$ cat src/rtl/pa_pkg.sv
package pa_pkg;
  localparam int PARCEL_W    = 16;
  localparam int INSN_W      = 64;
  localparam int MAX_PARCELS = INSN_W / PARCEL_W;
  localparam int IDX_W       = $clog2(MAX_PARCELS);

  typedef enum logic [1:0] {
    LEN_2B = 2'd0,
    LEN_4B = 2'd1,
    LEN_6B = 2'd2,
    LEN_8B = 2'd3
  } len_e;

  typedef enum logic [1:0] {
    ERR_NONE     = 2'd0,
    ERR_MISALIGN = 2'd1,
    ERR_ILLEGAL  = 2'd2
  } err_e;
endpackage

$ cat src/rtl/pa_len_decode.sv
module pa_len_decode
  import pa_pkg::*;
(
  input  logic [PARCEL_W-1:0] parcel_i,
  output len_e                len_o,
  output logic                illegal_o
);
  always_comb begin
    len_o     = LEN_2B;
    illegal_o = 1'b0;
    if (parcel_i[1:0] != 2'b11)            len_o = LEN_2B;
    else if (parcel_i[4:2] != 3'b111)      len_o = LEN_4B;
    else if (parcel_i[5] == 1'b0)          len_o = LEN_6B;
    else if (parcel_i[6] == 1'b0)          len_o = LEN_8B;
    else                                   illegal_o = 1'b1;
  end
endmodule

$ cat src/rtl/pa_merge.sv
module pa_merge
  import pa_pkg::*;
(
  input  logic [MAX_PARCELS*PARCEL_W-1:0] parcels_i,
  input  len_e                            len_i,
  output logic [INSN_W-1:0]               insn_o
);
  localparam int EXT_W = INSN_W - PARCEL_W;

  logic [INSN_W-1:0] part [MAX_PARCELS];

  for (genvar k = 0; k < MAX_PARCELS; k++) begin : g_part
    logic [PARCEL_W-1:0] p;
    logic [INSN_W-1:0]   ext;
    logic                used, top;
    assign p    = parcels_i[k*PARCEL_W +: PARCEL_W];
    assign used = (IDX_W'(k) <= IDX_W'(len_i));
    assign top  = (IDX_W'(k) == IDX_W'(len_i));
    assign ext  = top ? {{EXT_W{p[PARCEL_W-1]}}, p} : {{EXT_W{1'b0}}, p};
    assign part[k] = used ? (ext << (k*PARCEL_W)) : '0;
  end

  always_comb begin
    insn_o = '0;
    for (int k = 0; k < MAX_PARCELS; k++) insn_o = insn_o | part[k];
  end
endmodule

$ cat src/rtl/pa_ctrl.sv
module pa_ctrl
  import pa_pkg::*;
#(
  parameter int ADDR_W    = 32,
  parameter int PAGE_BITS = 12
) (
  input  logic                            clk_i,
  input  logic                            rst_ni,
  input  logic                            req_valid_i,
  input  logic [ADDR_W-1:0]               req_addr_i,
  output logic                            req_ready_o,
  output logic                            rd_valid_o,
  output logic [ADDR_W-1:0]               rd_addr_o,
  output logic                            rd_same_page_o,
  input  logic                            rd_ready_i,
  input  logic                            rsp_valid_i,
  input  logic [PARCEL_W-1:0]             rsp_data_i,
  input  len_e                            dec_len_i,
  input  logic                            dec_illegal_i,
  output logic [MAX_PARCELS*PARCEL_W-1:0] parcels_o,
  output len_e                            len_o,
  output err_e                            err_o,
  output logic                            done_o,
  input  logic                            out_ready_i
);
  localparam logic [PAGE_BITS-1:0] OFF_LIMIT = PAGE_BITS'((1 << PAGE_BITS) - 2);

  typedef enum logic [1:0] {ST_IDLE, ST_ISSUE, ST_WAIT, ST_DONE} state_e;

  state_e              state_q;
  logic [ADDR_W-1:0]   base_q;
  logic [IDX_W-1:0]    idx_q;
  len_e                len_q;
  err_e                err_q;
  logic [PARCEL_W-1:0] parcel_q [MAX_PARCELS];

  always_ff @(posedge clk_i or negedge rst_ni) begin
    if (!rst_ni) begin
      state_q <= ST_IDLE;
      base_q  <= '0;
      idx_q   <= '0;
      len_q   <= LEN_2B;
      err_q   <= ERR_NONE;
      for (int k = 0; k < MAX_PARCELS; k++) parcel_q[k] <= '0;
    end else begin
      unique case (state_q)
        ST_IDLE: if (req_valid_i) begin
          base_q <= req_addr_i;
          idx_q  <= '0;
          len_q  <= LEN_2B;
          for (int k = 0; k < MAX_PARCELS; k++) parcel_q[k] <= '0;
          if (req_addr_i[0]) begin
            err_q   <= ERR_MISALIGN;
            state_q <= ST_DONE;
          end else begin
            err_q   <= ERR_NONE;
            state_q <= ST_ISSUE;
          end
        end
        ST_ISSUE: if (rd_ready_i) state_q <= ST_WAIT;
        ST_WAIT: if (rsp_valid_i) begin
          parcel_q[idx_q] <= rsp_data_i;
          if (idx_q == '0) begin
            if (dec_illegal_i) begin
              err_q   <= ERR_ILLEGAL;
              state_q <= ST_DONE;
            end else begin
              len_q <= dec_len_i;
              if (dec_len_i == LEN_2B) state_q <= ST_DONE;
              else begin
                idx_q   <= idx_q + 1'b1;
                state_q <= ST_ISSUE;
              end
            end
          end else if (idx_q == IDX_W'(len_q)) begin
            state_q <= ST_DONE;
          end else begin
            idx_q   <= idx_q + 1'b1;
            state_q <= ST_ISSUE;
          end
        end
        ST_DONE: if (out_ready_i) state_q <= ST_IDLE;
        default: state_q <= ST_IDLE;
      endcase
    end
  end

  assign req_ready_o    = (state_q == ST_IDLE);
  assign rd_valid_o     = (state_q == ST_ISSUE);
  assign rd_addr_o      = base_q + ADDR_W'({idx_q, 1'b0});
  assign rd_same_page_o = rd_valid_o && (idx_q == IDX_W'(1)) && (len_q == LEN_4B)
                          && (base_q[PAGE_BITS-1:0] < OFF_LIMIT);
  assign done_o         = (state_q == ST_DONE);
  assign len_o          = len_q;
  assign err_o          = err_q;

  for (genvar k = 0; k < MAX_PARCELS; k++) begin : g_pack
    assign parcels_o[k*PARCEL_W +: PARCEL_W] = parcel_q[k];
  end


  rd_hold_chk: assert property (@(posedge clk_i) disable iff (!rst_ni)
    rd_valid_o && !rd_ready_i |=> rd_valid_o && $stable(rd_addr_o));

  same_page_chk: assert property (@(posedge clk_i) disable iff (!rst_ni)
    rd_same_page_o |-> rd_valid_o && rd_addr_o[0] == 1'b0);

  misalign_chk: assert property (@(posedge clk_i) disable iff (!rst_ni)
    req_ready_o && req_valid_i && req_addr_i[0] |=> done_o && err_o == ERR_MISALIGN);
endmodule

$ cat src/rtl/parcel_assembler.sv
module parcel_assembler
  import pa_pkg::*;
#(
  parameter int ADDR_W    = 32,
  parameter int PAGE_BITS = 12
) (
  input  logic              clk_i,
  input  logic              rst_ni,
  input  logic              req_valid_i,
  input  logic [ADDR_W-1:0] req_addr_i,
  output logic              req_ready_o,
  output logic              rd_valid_o,
  output logic [ADDR_W-1:0] rd_addr_o,
  output logic              rd_same_page_o,
  input  logic              rd_ready_i,
  input  logic              rsp_valid_i,
  input  logic [15:0]       rsp_data_i,
  output logic              out_valid_o,
  input  logic              out_ready_i,
  output logic [63:0]       out_insn_o,
  output logic [1:0]        out_len_o,
  output logic [1:0]        out_err_o
);
  len_e                            dec_len, len_q;
  logic                            dec_illegal;
  err_e                            err_q;
  logic [MAX_PARCELS*PARCEL_W-1:0] parcels;
  logic [INSN_W-1:0]               merged;
  logic                            done;

  pa_len_decode u_dec (
    .parcel_i (rsp_data_i),
    .len_o    (dec_len),
    .illegal_o(dec_illegal)
  );

  pa_ctrl #(.ADDR_W(ADDR_W), .PAGE_BITS(PAGE_BITS)) u_ctrl (
    .clk_i, .rst_ni,
    .req_valid_i, .req_addr_i, .req_ready_o,
    .rd_valid_o, .rd_addr_o, .rd_same_page_o, .rd_ready_i,
    .rsp_valid_i, .rsp_data_i,
    .dec_len_i    (dec_len),
    .dec_illegal_i(dec_illegal),
    .parcels_o    (parcels),
    .len_o        (len_q),
    .err_o        (err_q),
    .done_o       (done),
    .out_ready_i
  );

  pa_merge u_merge (
    .parcels_i(parcels),
    .len_i    (len_q),
    .insn_o   (merged)
  );

  assign out_valid_o = done;
  assign out_err_o   = err_q;
  assign out_len_o   = (err_q == ERR_NONE) ? len_q : LEN_2B;
  assign out_insn_o  = (err_q == ERR_NONE) ? merged : '0;


  out_hold_chk: assert property (@(posedge clk_i) disable iff (!rst_ni)
    out_valid_o && !out_ready_i |=> out_valid_o && $stable(out_insn_o) && $stable(out_err_o));

  short_sext_chk: assert property (@(posedge clk_i) disable iff (!rst_ni)
    out_valid_o && out_err_o == 2'd0 && out_len_o == 2'd0 |-> out_insn_o[63:16] == {48{out_insn_o[15]}});

  busy_excl_chk: assert property (@(posedge clk_i) disable iff (!rst_ni)
    out_valid_o |-> !rd_valid_o && !req_ready_o);

  err_zero_chk: assert property (@(posedge clk_i) disable iff (!rst_ni)
    out_valid_o && out_err_o != 2'd0 |-> out_insn_o == '0);
endmodule

$ cat config.mk
export PLATFORM = sky130hd
export DESIGN_NAME = parcel_assembler
export DESIGN_NICKNAME = d
export VERILOG_FILES = /design/src/rtl/pa_pkg.sv /design/src/rtl/pa_len_decode.sv /design/src/rtl/pa_merge.sv /design/src/rtl/pa_ctrl.sv /design/src/rtl/parcel_assembler.sv
export SDC_FILE = /design/constraint.sdc
export NUM_CORES = 1
export LEC_CHECK = 0
export ABC_AREA = 1
export BUFFER_PORTS_ARGS = -buffer_cell sky130_fd_sc_hd__buf_4
export CAP_MARGIN = 10
export CORE_AREA = 10 10 125 127
export CTS_CLUSTER_SIZE = 16
export DETAILED_ROUTE_END_ITERATION = 8
export DIE_AREA = 0 0 135 137
export PLACE_DENSITY = 0.89
export SLEW_MARGIN = 20
export SYNTH_ARGS = -nofsm -noshare
export SYNTH_HDL_FRONTEND = slang
export SYNTH_HIERARCHICAL = 1
export SYNTH_SLANG_ARGS = --single-unit
export TNS_END_PERCENT = 10
$ cat constraint.sdc
create_clock -name clk_i -period 6.1 [get_ports clk_i]
set_clock_uncertainty 0.1 [all_clocks]
set_input_delay 0.915 -clock clk_i [delete_from_list [all_inputs] [get_ports clk_i]]
set_output_delay 0.915 -clock clk_i [all_outputs]
set_load 0.05 [all_outputs]
Word-level counts from Yosys, hierarchy flattened
Index checks and enable logic that the tools add are counted.
- register bits after elaboration: 104
- input bits: 54
- output and inout port bits: 104
- word-level logic and storage cells: 108
- add/subtract/negate cells: 2
- $lt $le $gt $ge: 7
- equality and inequality tests: 20
- muxes and demuxes: 50
- bitwise logic cells: 4
- reductions and logical operators: 16
- operators with widths (operator ; count):
    64-bit 2-to-1 mux ; 8
    64-bit OR ; 3
    64-bit one-hot mux with 2 select lines ; 1
    64-bit bitwise mux ; 1
    2-bit 2-to-1 mux ; 27
    48-bit 2-to-1 mux ; 1
    32-bit by 3-bit adder with 32-bit output ; 1
    16-bit demux with 2-bit select ; 1
    32-bit 2-to-1 mux ; 1
    16-bit 2-to-1 mux ; 1
    12-bit < comparator (second input constant) ; 1
    2-bit != test (second input constant) ; 6
    2-bit one-hot mux with 2 select lines ; 3
    2-bit logical NOT ; 5
    5-bit AND reduction ; 2
    3-bit != test (second input constant) ; 3
    2-bit one-hot mux with 4 select lines ; 1
    2-bit by 1-bit == test with 1-bit output (second input constant) ; 3
    6-bit AND reduction ; 1
    1-bit 2-to-1 mux ; 5
    2-bit == test (second input constant) ; 2
    1-bit by 2-bit less-or-equal comparator with 1-bit output (first input constant) ; 2
    2-bit less-or-equal comparator (first input constant) ; 2
    1-bit logical AND ; 4
    13 further kinds ; 14

Logic depth before layout (Yosys ltp)
Gate-level depths: netlist (run 1).
- depth after elaboration: 10
- mapped depth: 11
- mapped depth without buffers: 11

By module
The synthesis (run 1) kept the hierarchy.
- by module, submodules not included (module ; instances ; cells an instance ; area each (µm²) ; seq. area each (µm²)):
    pa_ctrl ; 1 ; 734 ; 5401.4 ; 2602.5
    parcel_assembler ; 1 ; 142 ; 919.6 ; 0.0
    pa_merge ; 1 ; 134 ; 683.2 ; 0.0
    pa_len_decode ; 1 ; 13 ; 58.8 ; 0.0

Worst setup path after synthesis (run 1)
OpenSTA, ideal clock, no wires.
- path kind: flip-flop to output port
- start point: register u_ctrl.idx_q[0]
- end point: output port rd_addr_o[15]
- data arrival time: 2331 ps
- data required time: 5085 ps
- slack: 2754 ps
- cell stages (with the launch flop): 8
- path buffers: 0
- cells stage by stage: dfrtp_1 -> ha_1 -> inv_1 -> fa_1 -> nor2_2 -> nand3_1 -> nor2_1 -> xor2_1
- cells in the longest elaborated chain, start to end: 1
- RTL lines (item ; RTL line ; RTL):
    start, declared ; pa_ctrl.sv:32 ; logic [IDX_W-1:0] idx_q;
    start signal, assigned ; pa_ctrl.sv:71 ; idx_q <= idx_q + 1'b1;
    start signal, assigned ; pa_ctrl.sv:78 ; idx_q <= idx_q + 1'b1;
    32-bit by 3-bit adder with 32-bit output ; pa_ctrl.sv:90 ; assign rd_addr_o = base_q + ADDR_W'({idx_q, 1'b0});
    end, declared ; parcel_assembler.sv:13 ; output logic [ADDR_W-1:0] rd_addr_o,
No other way between the ends.

Worst setup path after layout (run 1)
Same ends and word-level chain as after synthesis.

==> results of run 1 <==
-- cells in the mapped netlist (all sizes together) --
| master | number |
|---|---|
| nor2 | 140 |
| nand4 | 19 |
| o21ai | 49 |
| xor2 | 6 |
| dfrtp | 104 |
| nor3 | 2 |
| fa | 1 |
| buf | 53 |
| nand3 | 57 |
| clkbuf | 11 |
| ha | 6 |
| a21oi | 2 |
| nand2 | 436 |
| o211ai | 1 |
| inv | 121 |
| xnor2 | 7 |
| nand3b | 8 |
-- metrics by stage --
stage	setup WS [ps]	hold WS, ps
global route	2350	347
finish	2500	335
detailed placement	2710	358
global placement	2860	350
floorplan	2750	336
CTS	2330	335
-- state kept, by name (all words and copies together), names as in the netlist --
signal / count
u_ctrl/parcels_o: 64
u_ctrl/base_q: 32
u_ctrl/err_o: 2
u_ctrl/idx_q: 2
u_ctrl/len_o: 2
u_ctrl/state_q: 2
-- routing by layer --
| metal | track usage (%) | share of wire [%] |
|---|---|---|
| met2 | 33.2 | 48 |
| met3 | 5.57 | 9.0 |
| met1 | 23.6 | 41 |
| met4 | 5.92 | 1.8 |
| met5 | 0 | 0 |
-- path summary, 6_finish.rpt --
kind	start	endpoint	depth (start not counted)
min	rst_ni	u_ctrl/base_q[6]$_DFFE_PN0P_	1
min in group clk_i	u_ctrl/parcels_o[27]$_DFFE_PN0P_	u_ctrl/parcels_o[27]$_DFFE_PN0P_	2
max	u_ctrl/idx_q[0]$_DFFE_PN0P_	rd_addr_o[15]	8
max reg2reg	u_ctrl/idx_q[1]$_DFFE_PN0P_	u_ctrl/parcels_o[9]$_DFFE_PN0P_	9
min reg2reg	u_ctrl/parcels_o[27]$_DFFE_PN0P_	u_ctrl/parcels_o[27]$_DFFE_PN0P_	2
max in group asynchronous	rst_ni	u_ctrl/len_o[0]$_DFFE_PN0P_	2
-- cell families (layout without fill, tap and decap cells) --
| group | after synthesis | after routing |
|---|---|---|
| AOI/OAI and AO/OA | 52 | 52 |
| and+or+nand+nor | 662 | 662 |
| buffers and inverters | 185 | 296 |
| adders and majority gates | 7 | 7 |
| xor gates and xnor gates | 13 | 13 |
| DFF | 104 | 104 |
-- where the power goes --
part,switching (mW),total [mW],leakage [nW],internal (mW)
combinational,2.15,2.97,2.90,0.824
sequential,0.251,1.16,1.38,0.910
clock,0.240,0.606,0.148,0.367
total,2.64,4.74,4.42,2.10
-- layout by cell type, fill, tap and decap left out, types with 2 or more instances in the layout --
| cell type | count |
|---|---|
| nand3_1 | 54 |
| bufinv_16 | 2 |
| nand4_1 | 19 |
| nor2_4 | 44 |
| xor2_1 | 6 |
| o21ai_4 | 2 |
| nand2_4 | 3 |
| xnor2_1 | 7 |
| nand2_1 | 431 |
| nand3_2 | 3 |
| nand3b_1 | 8 |
| o21ai_0 | 46 |
| clkbuf_16 | 9 |
| buf_4 | 160 |
| nand2_2 | 2 |
| inv_2 | 9 |
| dfrtp_1 | 103 |
| nor2_2 | 4 |
| ha_1 | 6 |
| nor2_1 | 91 |
| inv_1 | 111 |
-- area by class of cell --
class / instances / share of cell area (%)
Multi-Input combinational cell: 734 / 42.4
Sequential cell: 104 / 31.2
Timing Repair Buffer: 161 / 14.5
Inverter: 121 / 5.47
Clock buffer: 11 / 2.91
Tap cell: 176 / 2.64
Clock inverter: 3 / 0.810
==> impl_metrics.ini, run 1 <==
[timing]
setup_viol = 0
rsz0062_at_grt = no
worst_slew_pin_slew_ps = 929
max_freq_mhz = 278
setup_tns_ps = 0
fin_crit_ps = 3600
slew_headroom_pct = 37.9
hold_viol_final = 0
period_share_pct = 58.9
maxSlewViolCount = 0

[final_layout]
nets = 1192
fillers = 1135
stdcell_count = 1310
antenna_cells = 0
drive_gt1_share_pct = 21.7
utilization_pct = 63.8
multi_input_area_sq_um = 3540
syn_to_final_growth_pct = 18.1
regArea_sq_um = 2600
finish.instance_area_sq_um = 8340

[synthesis]
ys_ff_latch = 104
synth_area_leaders = dfrtp_1 37%, nand2_1 23%, nor2_4 7.0%, inv_1 5.9%, nor2_1 4.8%
yosys.area_share.adder_pct = 1.35
synth_top_cell_by_area = dfrtp_1
synth_cell_type_count = 34
synth_top_area_share_pct = 36.8
synthMuxAreaShare_pct = 0
syn_avg_cell_area_sq_um = 6.90
synth-simple-area-share_pct = 43.0
yosysWarnings = 6
synth_top_family_by_area = simple AND/OR/NAND/NOR gates
synth_nets = 1084
synthXorXnorAreaFrac_pct = 1.61
synth.cell_area_sq_um = 7060
synth_compound_area_share_pct = 4.09
synth_seq_area_share_pct = 36.8
syn-instance-count = 1023

[worst_setup_path]
crit_chain = ha_1 > inv_1 > fa_1 > nor2_2 > nand3_1 > nor2_1 > xor2_1 > buf_4
cp_max_fo = 7
slowest_delay_ps = 480
start_kind = register
cpMaxStageDelayCell = dfrtp_1
crit_type = reg2out
reg2reg_slack_ps = 3710
critPathCaptureType = primary output
crit_family = simple AND/OR/NAND/NOR gates
crit_buf_inv = 2
cp.arrival_ps = 2580
required_ps = 5080

[power]
leakage_nw = 4.42
finalPower_mw = 4.74
peakVddDrop_uv = 358
power_density_nw_per_um2 = 568

[clock_tree]
cts_tree = done
clock_path_buffers = 2
cts.clk_slew.worst_paths_ps = 60
post-cts-setup-buffers = 0
cts_hold_buffers = 0
insertion_delay_ps = 330
h-tree-depth = 3
ctsResizeCount = 0
cts_root_buf = clkbuf_16
numCtsBuffers = 9
clock_sinks = 104

[run]
drv_cap = 0

[global_route]
grt_max_degree = 89
grt_pass1_wl_mm = 30.1
grt-ovfl-total = 0
grtUsageTotal_pct = 19.6
grt_antenna_before_repair = 0
grt_pass1_vias = 6199

[placement]
gp_congestion = 0.893
port_buffers = 157
dpl.hpwl_mm = 14.1
place_inst = 1296
placed_area_sq_um = 8030

[outcome]
status = finished clean

[drt]
via_count = 6505
wl_mm = 18.2
ant_nets = 0
drt_iter0_drc = 477
drt-wirelength-per-cell_microns = 13.9
route.detailed.drc = 0
drt-vias-per-instance = 4.97
first_pass_iters = 5

[floorplan]
initial_core_util_pct = 54.0
fp.dieH_microns = 137
io_pins = 158
die_x_microns = 135
core-area_sq_um = 13100
num_rows = 42
dieArea_sq_um = 18500

[min_path]
min_path_type = in2async
Note: power is estimated with default switching activity, not from simulation.
==> run 2, diff against run 1 <==
--- a/config.mk
+++ b/config.mk
@@ -5,14 +5,14 @@
 export SDC_FILE = /design/constraint.sdc
 export NUM_CORES = 1
 export LEC_CHECK = 0
-export ABC_AREA = 1
+export ABC_AREA = 0
 export BUFFER_PORTS_ARGS = -buffer_cell sky130_fd_sc_hd__buf_4
 export CAP_MARGIN = 10
-export CORE_AREA = 10 10 125 127
+export CORE_AREA = 10 10 128 130
 export CTS_CLUSTER_SIZE = 16
 export DETAILED_ROUTE_END_ITERATION = 8
-export DIE_AREA = 0 0 135 137
-export PLACE_DENSITY = 0.89
+export DIE_AREA = 0 0 138 140
+export PLACE_DENSITY = 0.85
 export SLEW_MARGIN = 20
 export SYNTH_ARGS = -nofsm -noshare
 export SYNTH_HDL_FRONTEND = slang
==> constraint.sdc (replaced) <==
create_clock -name clk_i -period 3 [get_ports clk_i]
set_clock_uncertainty 0.1 [all_clocks]
set_input_delay 0.45 -clock clk_i [delete_from_list [all_inputs] [get_ports clk_i]]
set_output_delay 0.45 -clock clk_i [all_outputs]
set_load 0.05 [all_outputs]
==> impl_metrics.ini, run 2 <==
[global_route]
grt-ovfl-total = 0
grt_pass1_wl_mm = 29.4
grt_pass1_vias = 5201
grtUsageTotal_pct = 18.2
grt_antenna_before_repair = 0
grt_max_degree = 62

[floorplan]
num_rows = 43
die_x_microns = 138
fp.dieH_microns = 140
initial_core_util_pct = 47.9
dieArea_sq_um = 19300
core-area_sq_um = 13800
io_pins = 158

[power]
peakVddDrop_uv = 1010
p_sw_mw = 4.73
finalPower_mw = 9.18
intPower_mw = 4.45
power_density_nw_per_um2 = 1130
leakage_nw = 3.69
clkPwrFrac_pct = 12.8
comb_power_share_pct = 59.9
seqPwrFrac_pct = 27.3
netSwitchingFraction_pct = 51.5

[clock_tree]
cts_root_buf = clkbuf_16
clock_path_buffers = 2
clock_sinks = 104
numCtsBuffers = 9
h-tree-depth = 3
cts_tree = done
cts_hold_buffers = 0
cts.clk_slew.worst_paths_ps = 80
insertion_delay_ps = 350

[timing]
hold_viol_final = 9
slew_headroom_pct = 39.8
period_share_pct = 106
max_freq_mhz = 315
timing.final.ws_setup_ps = -177
fin_crit_ps = 3180
whs_ps = -17.5
rsz0062_at_grt = yes
setup_tns_ps = -1350
maxSlewViolCount = 0
worst_slew_pin_slew_ps = 901
setup_viol = 11

[worst_setup_path]
rr_worst_depth = 6
start_kind = register
cp.arrival_ps = 2630
crit_top_cell = buf_6
crit_type = reg2out
reg2reg_slack_ps = 760
worstReg2RegEnd = u_ctrl/len_o[1]$_DFFE_PN0P_
crit_chain = ha_2 > inv_2 > fa_2 > nand3b_1 > nor4_4 > buf_6 > nand4_1 > xnor2_2 > buf_6
crit_buf_inv = 3
slowest_delay_ps = 380
r2r-start = u_ctrl/idx_q[0]$_DFFE_PN0P_
cpMaxStageDelayCell = fa_2
cp_max_fo = 5
critPathCaptureType = primary output
crit_family = simple AND/OR/NAND/NOR gates
required_ps = 2450

[synthesis]
syn-instance-count = 615
synth.cell_area_sq_um = 6600
synth_flop_cell = dfrtp_1
ys_ff_latch = 104
yosysMostFrequentCell = dfrtp_1
synth_top_cell_by_area = dfrtp_1
synth_cell_type_count = 53
async_flop_share_pct = 100
synth_seq_area_share_pct = 39.4
yosysWarnings = 6
syn_avg_cell_area_sq_um = 10.7
synth_edf_count = 0
synth_area_leaders = dfrtp_1 39%, nor3b_2 7.8%, mux2i_1 7.7%, a22o_1 6.6%, mux2_2 5.5%
synth_nets = 676
synth_top_area_share_pct = 39.4
ys_top_cells_by_count = 104 x dfrtp_1, 51 x mux2i_1, 50 x a22o_1

[drt]
route.detailed.drc = 0
drt_iter0_drc = 333
drt-vias-per-instance = 5.62
first_pass_iters = 7
drt-wirelength-per-cell_microns = 20.0
via_count = 5157
ant_nets = 0
wl_mm = 18.3

[final_layout]
drive_gt1_share_pct = 41.6
layout_common_cells = 162 x buf_4, 100 x dfrtp_1, 50 x a22o_1, 50 x mux2i_1, 42 x nor3b_2
utilization_pct = 59.1
nets = 794
syn_to_final_growth_pct = 23.4
largest_reg_flops = 64
antenna_cells = 0
layout.cells.most_common = buf_4

[placement]
gp_congestion = 0.802
dpl.hpwl_mm = 13.0
port_buffers = 157

[outcome]
status = finished, violations left
violations = negative hold slack, negative setup slack

[run]
drv_cap = 0

[min_path]
min_path_type = in2async
-- run 2: worst reg2reg max path, cell delays in order, from the launching register on --
cell and delay [ps]:
dfrtp_1 370, buf_4 150, inv_1 80, ha_1 280, o211ai_2 730, nor3_1 150, a22o_1 270
-- run 2: area by class of cell --
cell class / instances / area (sq um)
multi-input combinational: 400 / 3450
fill: 1172 / 5630
sequential: 104 / 2610
timing repair buffer: 176 / 1400
tap: 180 / 225
clock inverter: 7 / 78.8
clock buffer: 9 / 225
inverter: 42 / 158
-- run 2: stage by stage --
| stage | cells | instance area (sq um) | setup slack [ps] |
|---|---|---|---|
| 2_1_floorplan | 615 | 6660 | -265 |
| 3_3_place_gp | 893 | 7690 | 220 |
| 3_5_place_dp | 893 | 7690 | 104 |
| 4_1_cts | 916 | 8090 | -96.0 |
| 5_1_grt | 918 | 8150 | -287 |
| 6_report | 918 | 8150 | -177 |
-- run 2: cell families after synthesis --
| kind of cell | Yosys count | synth area share [%] |
|---|---|---|
| flip-flops | 104 | 39.4 |
| buffers and inverters | 111 | 9.80 |
| adder cells (fa/ha/maj) | 7 | 1.44 |
| multiplexers | 83 | 13.2 |
| XOR/XNOR | 31 | 4.11 |
| AND/OR/NAND/NOR | 179 | 20.9 |
| AO/OA/AOI/OAI | 100 | 11.2 |
-- run 2: layer usage --
metal | GRT usage (%) | part of all wire [%] | up-vias
li1 | - | - | 2402
met1 | 21.9 | 41 | 2520
met2 | 29.7 | 48 | 215
met3 | 7.37 | 9.6 | 20
met4 | 4.44 | 1.5 | 0
met5 | 0 | 0 | -
-- run 2: worst max-delay path by stage --
stage	slack, ps	to	startpoint	depth (start not counted)
global placement	220	rd_addr_o[25]	u_ctrl/idx_q[1]$_DFFE_PN0P_	8
global route	-290	rd_addr_o[31]	u_ctrl/idx_q[0]$_DFFE_PN0P_	9
finish	-180	rd_addr_o[25]	u_ctrl/idx_q[0]$_DFFE_PN0P_	9
detailed placement	100	rd_addr_o[31]	u_ctrl/idx_q[1]$_DFFE_PN0P_	8
CTS	-100	rd_addr_o[15]	u_ctrl/idx_q[0]$_DFFE_PN0P_	9
floorplan	-270	rd_addr_o[15]	u_ctrl/idx_q[0]$_DFFE_PN0P_	7
-- run 2: timing repair --
item                       4_1_cts  5_1_grt
setup endpoints to repair       10       20
pin swaps                        4        2
setup buffers                    6        2
gates resized for setup         13       10
cloned                           1        0
-- run 2: power by group through the flow --
stage	clock, mW	combinational [mW]	sequential [mW]
after global placement	0	5.34	2.48
after CTS	1.20	5.49	2.48
final	1.17	5.50	2.51
after detailed placement	0	5.39	2.50
after global routing	1.28	5.82	2.58
after floorplan	0	4.34	2.24
==> run 3, diff against run 2 <==
--- a/config.mk
+++ b/config.mk
@@ -8,14 +8,13 @@
 export ABC_AREA = 0
 export BUFFER_PORTS_ARGS = -buffer_cell sky130_fd_sc_hd__buf_4
 export CAP_MARGIN = 10
-export CORE_AREA = 10 10 128 130
+export CORE_AREA = 10 10 120 122
 export CTS_CLUSTER_SIZE = 16
 export DETAILED_ROUTE_END_ITERATION = 8
-export DIE_AREA = 0 0 138 140
+export DIE_AREA = 0 0 130 132
 export PLACE_DENSITY = 0.85
 export SLEW_MARGIN = 20
 export SYNTH_ARGS = -nofsm -noshare
 export SYNTH_HDL_FRONTEND = slang
-export SYNTH_HIERARCHICAL = 1
 export SYNTH_SLANG_ARGS = --single-unit
 export TNS_END_PERCENT = 10
==> impl_metrics.ini, run 3 <==
[final_layout]
layout_common_cells = 174 x buf_4, 102 x dfrtp_1, 49 x a22o_1
layout.cells.most_common = buf_4
nets = 755
stdcell_count = 846
antenna_cells = 0
drive_gt1_share_pct = 36.3
largest_reg_flops = 64
finish.instance_area_sq_um = 7300
syn_to_final_growth_pct = 33.0

[timing]
fin_crit_ps = 3140
max_freq_mhz = 318
worst_slew_pin_slew_ps = 727
timing.final.ws_setup_ps = -142
maxSlewViolCount = 0
slew_headroom_pct = 51.5
setup_viol = 3
hold_viol_final = 0
rsz0062_at_grt = yes
period_share_pct = 105
whs_ps = 45.2

[synthesis]
synth_nets = 610
synth_area_leaders = dfrtp_1 47%, a22o_1 7.8%, mux2_2 5.3%, a21oi_1 3.8%, o21ai_0 3.6%
ys_top_cells_by_count = 104 x dfrtp_1, 49 x a22o_1, 42 x a21oi_1
syn-instance-count = 549
async_flop_share_pct = 100
syn_avg_cell_area_sq_um = 10.0
synth_edf_count = 0
synth.cell_area_sq_um = 5490
synth_top_cell_by_area = dfrtp_1
yosysWarnings = 0
synth_flop_cell = dfrtp_1
ys_ff_latch = 104
yosysMostFrequentCell = dfrtp_1
synth_top_area_share_pct = 47.4
synth_cell_type_count = 47
synth_seq_area_share_pct = 47.4

[global_route]
grtUsageTotal_pct = 19.3
grt-ovfl-total = 0
grt_max_degree = 56
grt_pass1_wl_mm = 26.8
grt_pass1_vias = 5063
grt_antenna_before_repair = 0

[drt]
wl_mm = 17.3
drt-vias-per-instance = 5.79
route.detailed.drc = 0
first_pass_iters = 5
drt_iter0_drc = 444
via_count = 4902
drt-wirelength-per-cell_microns = 20.4
ant_nets = 0

[placement]
port_buffers = 157
placed_area_sq_um = 6780
dpl.hpwl_mm = 12.6
gp_congestion = 0.979
place_inst = 822

[worst_setup_path]
rr_worst_depth = 5
slowest_delay_ps = 650
crit_type = reg2out
required_ps = 2450
endpoint = rd_addr_o[22]
reg2reg_slack_ps = 580
crit_chain = ha_1 > a21oi_2 > or4_4 > nor3_1 > xor2_1 > buf_4
worstReg2RegEnd = u_ctrl.parcels_o[54]$_DFFE_PN0P_
r2r-start = u_ctrl.state_q[1]$_DFFE_PN0P_
startpoint = u_ctrl.base_q[2]$_DFFE_PN0P_
cp_max_fo = 6
start_kind = register
critPathCaptureType = primary output
cpMaxStageDelayCell = or4_4
cp.arrival_ps = 2590

[floorplan]
fp.dieH_microns = 132
core-area_sq_um = 11900
num_rows = 40
io_pins = 158
die_x_microns = 130
dieArea_sq_um = 17200
initial_core_util_pct = 46.1

[power]
finalPower_mw = 9.26
power_density_nw_per_um2 = 1270
leakage_nw = 3.57
peakVddDrop_uv = 854

[clock_tree]
h-tree-depth = 3
cts_root_buf = clkbuf_16
clock_path_buffers = 2
numCtsBuffers = 9
cts_hold_buffers = 0
clock_sinks = 104
cts.clk_slew.worst_paths_ps = 70
cts_tree = done
insertion_delay_ps = 340

[outcome]
violations = negative setup slack
status = finished, violations left

[run]
drv_cap = 0

[min_path]
min_path_type = in2async
-- run 3: through the flow --
| stage | setup WS, ps | utilization [%] | TNS (ps) |
|---|---|---|---|
| 3_3_place_gp | 199 | 56.9 | 0 |
| 2_1_floorplan | -139 | - | -1490 |
| 6_report | -142 | 61.3 | -178 |
| 3_5_place_dp | 136 | 56.9 | 0 |
| 4_1_cts | -116 | 60.4 | -819 |
| 5_1_grt | -227 | 61.3 | -894 |
-- run 3: logic make-up (layout without fill, tap and decap cells) --
kind of cell	after synthesis	in the layout	share of synthesized area, %
AO/OA/AOI/OAI	159	159	19.1
flip-flops	104	104	47.4
XOR/XNOR	31	31	4.95
AND/OR/NAND/NOR	144	144	15.2
buffers and inverters	74	224	5.58
multiplexers	30	30	6.06
adder cells (fa/ha/maj)	7	7	1.73
-- run 3: final cells by class --
type | instances | area, sq um
clock buffers | 9 | 225
well taps | 147 | 184
repair buffers | 180 | 1370
clock inverters | 7 | 77.6
inverters | 28 | 105
multi-input cells | 371 | 2730
flip-flops and latches | 104 | 2610
fillers | 948 | 4610
-- run 3: worst max-delay path, delay by kind of cell (launching register included) --
| kind | cells | cell delay, ps |
|---|---|---|
| fa+ha+maj | 1 | 310 |
| xor+xnor | 1 | 220 |
| simple gates | 2 | 1000 |
| compound gates | 1 | 70 |
| buf+inv | 1 | 230 |
| flops | 1 | 420 |
-- run 3: worst min path at each step --
stage / from / end / slack [ps] / depth (start not counted)
floorplan: rst_ni / u_ctrl.base_q[0]$_DFFE_PN0P_ / 50 / 0
global placement: u_ctrl.parcels_o[16]$_DFFE_PN0P_ / u_ctrl.parcels_o[16]$_DFFE_PN0P_ / 360 / 1
detailed placement: u_ctrl.parcels_o[16]$_DFFE_PN0P_ / u_ctrl.parcels_o[16]$_DFFE_PN0P_ / 370 / 1
CTS: rst_ni / u_ctrl.base_q[30]$_DFFE_PN0P_ / 60 / 1
global route: rst_ni / u_ctrl.base_q[31]$_DFFE_PN0P_ / 100 / 1
finish: rst_ni / u_ctrl.base_q[31]$_DFFE_PN0P_ / 50 / 1
-- run 3: routing by layer --
layer  up-vias  routed length [microns]  global-route usage, %
li1       2233                        -                      -
met3        37                     1830                   5.79
met1      2379                     6860                   24.0
met2       253                     8080                   30.5
met4         0                      491                   7.56
met5         -                        0                      0
-- run 3: timing repair --
action                                  4_1_cts  5_1_grt
gates resized for setup                      18       12
cloned                                        0        0
pin swaps                                    13       10
endpoints found under the setup margin       12       21
setup buffers                                 5        3
-- run 3: report_power, final --
group | switching [mW] | internal (mW)
Sequential | 0.532 | 1.92
Clock | 0.534 | 0.655
Combinational | 3.80 | 1.82
Total | 4.87 | 4.39
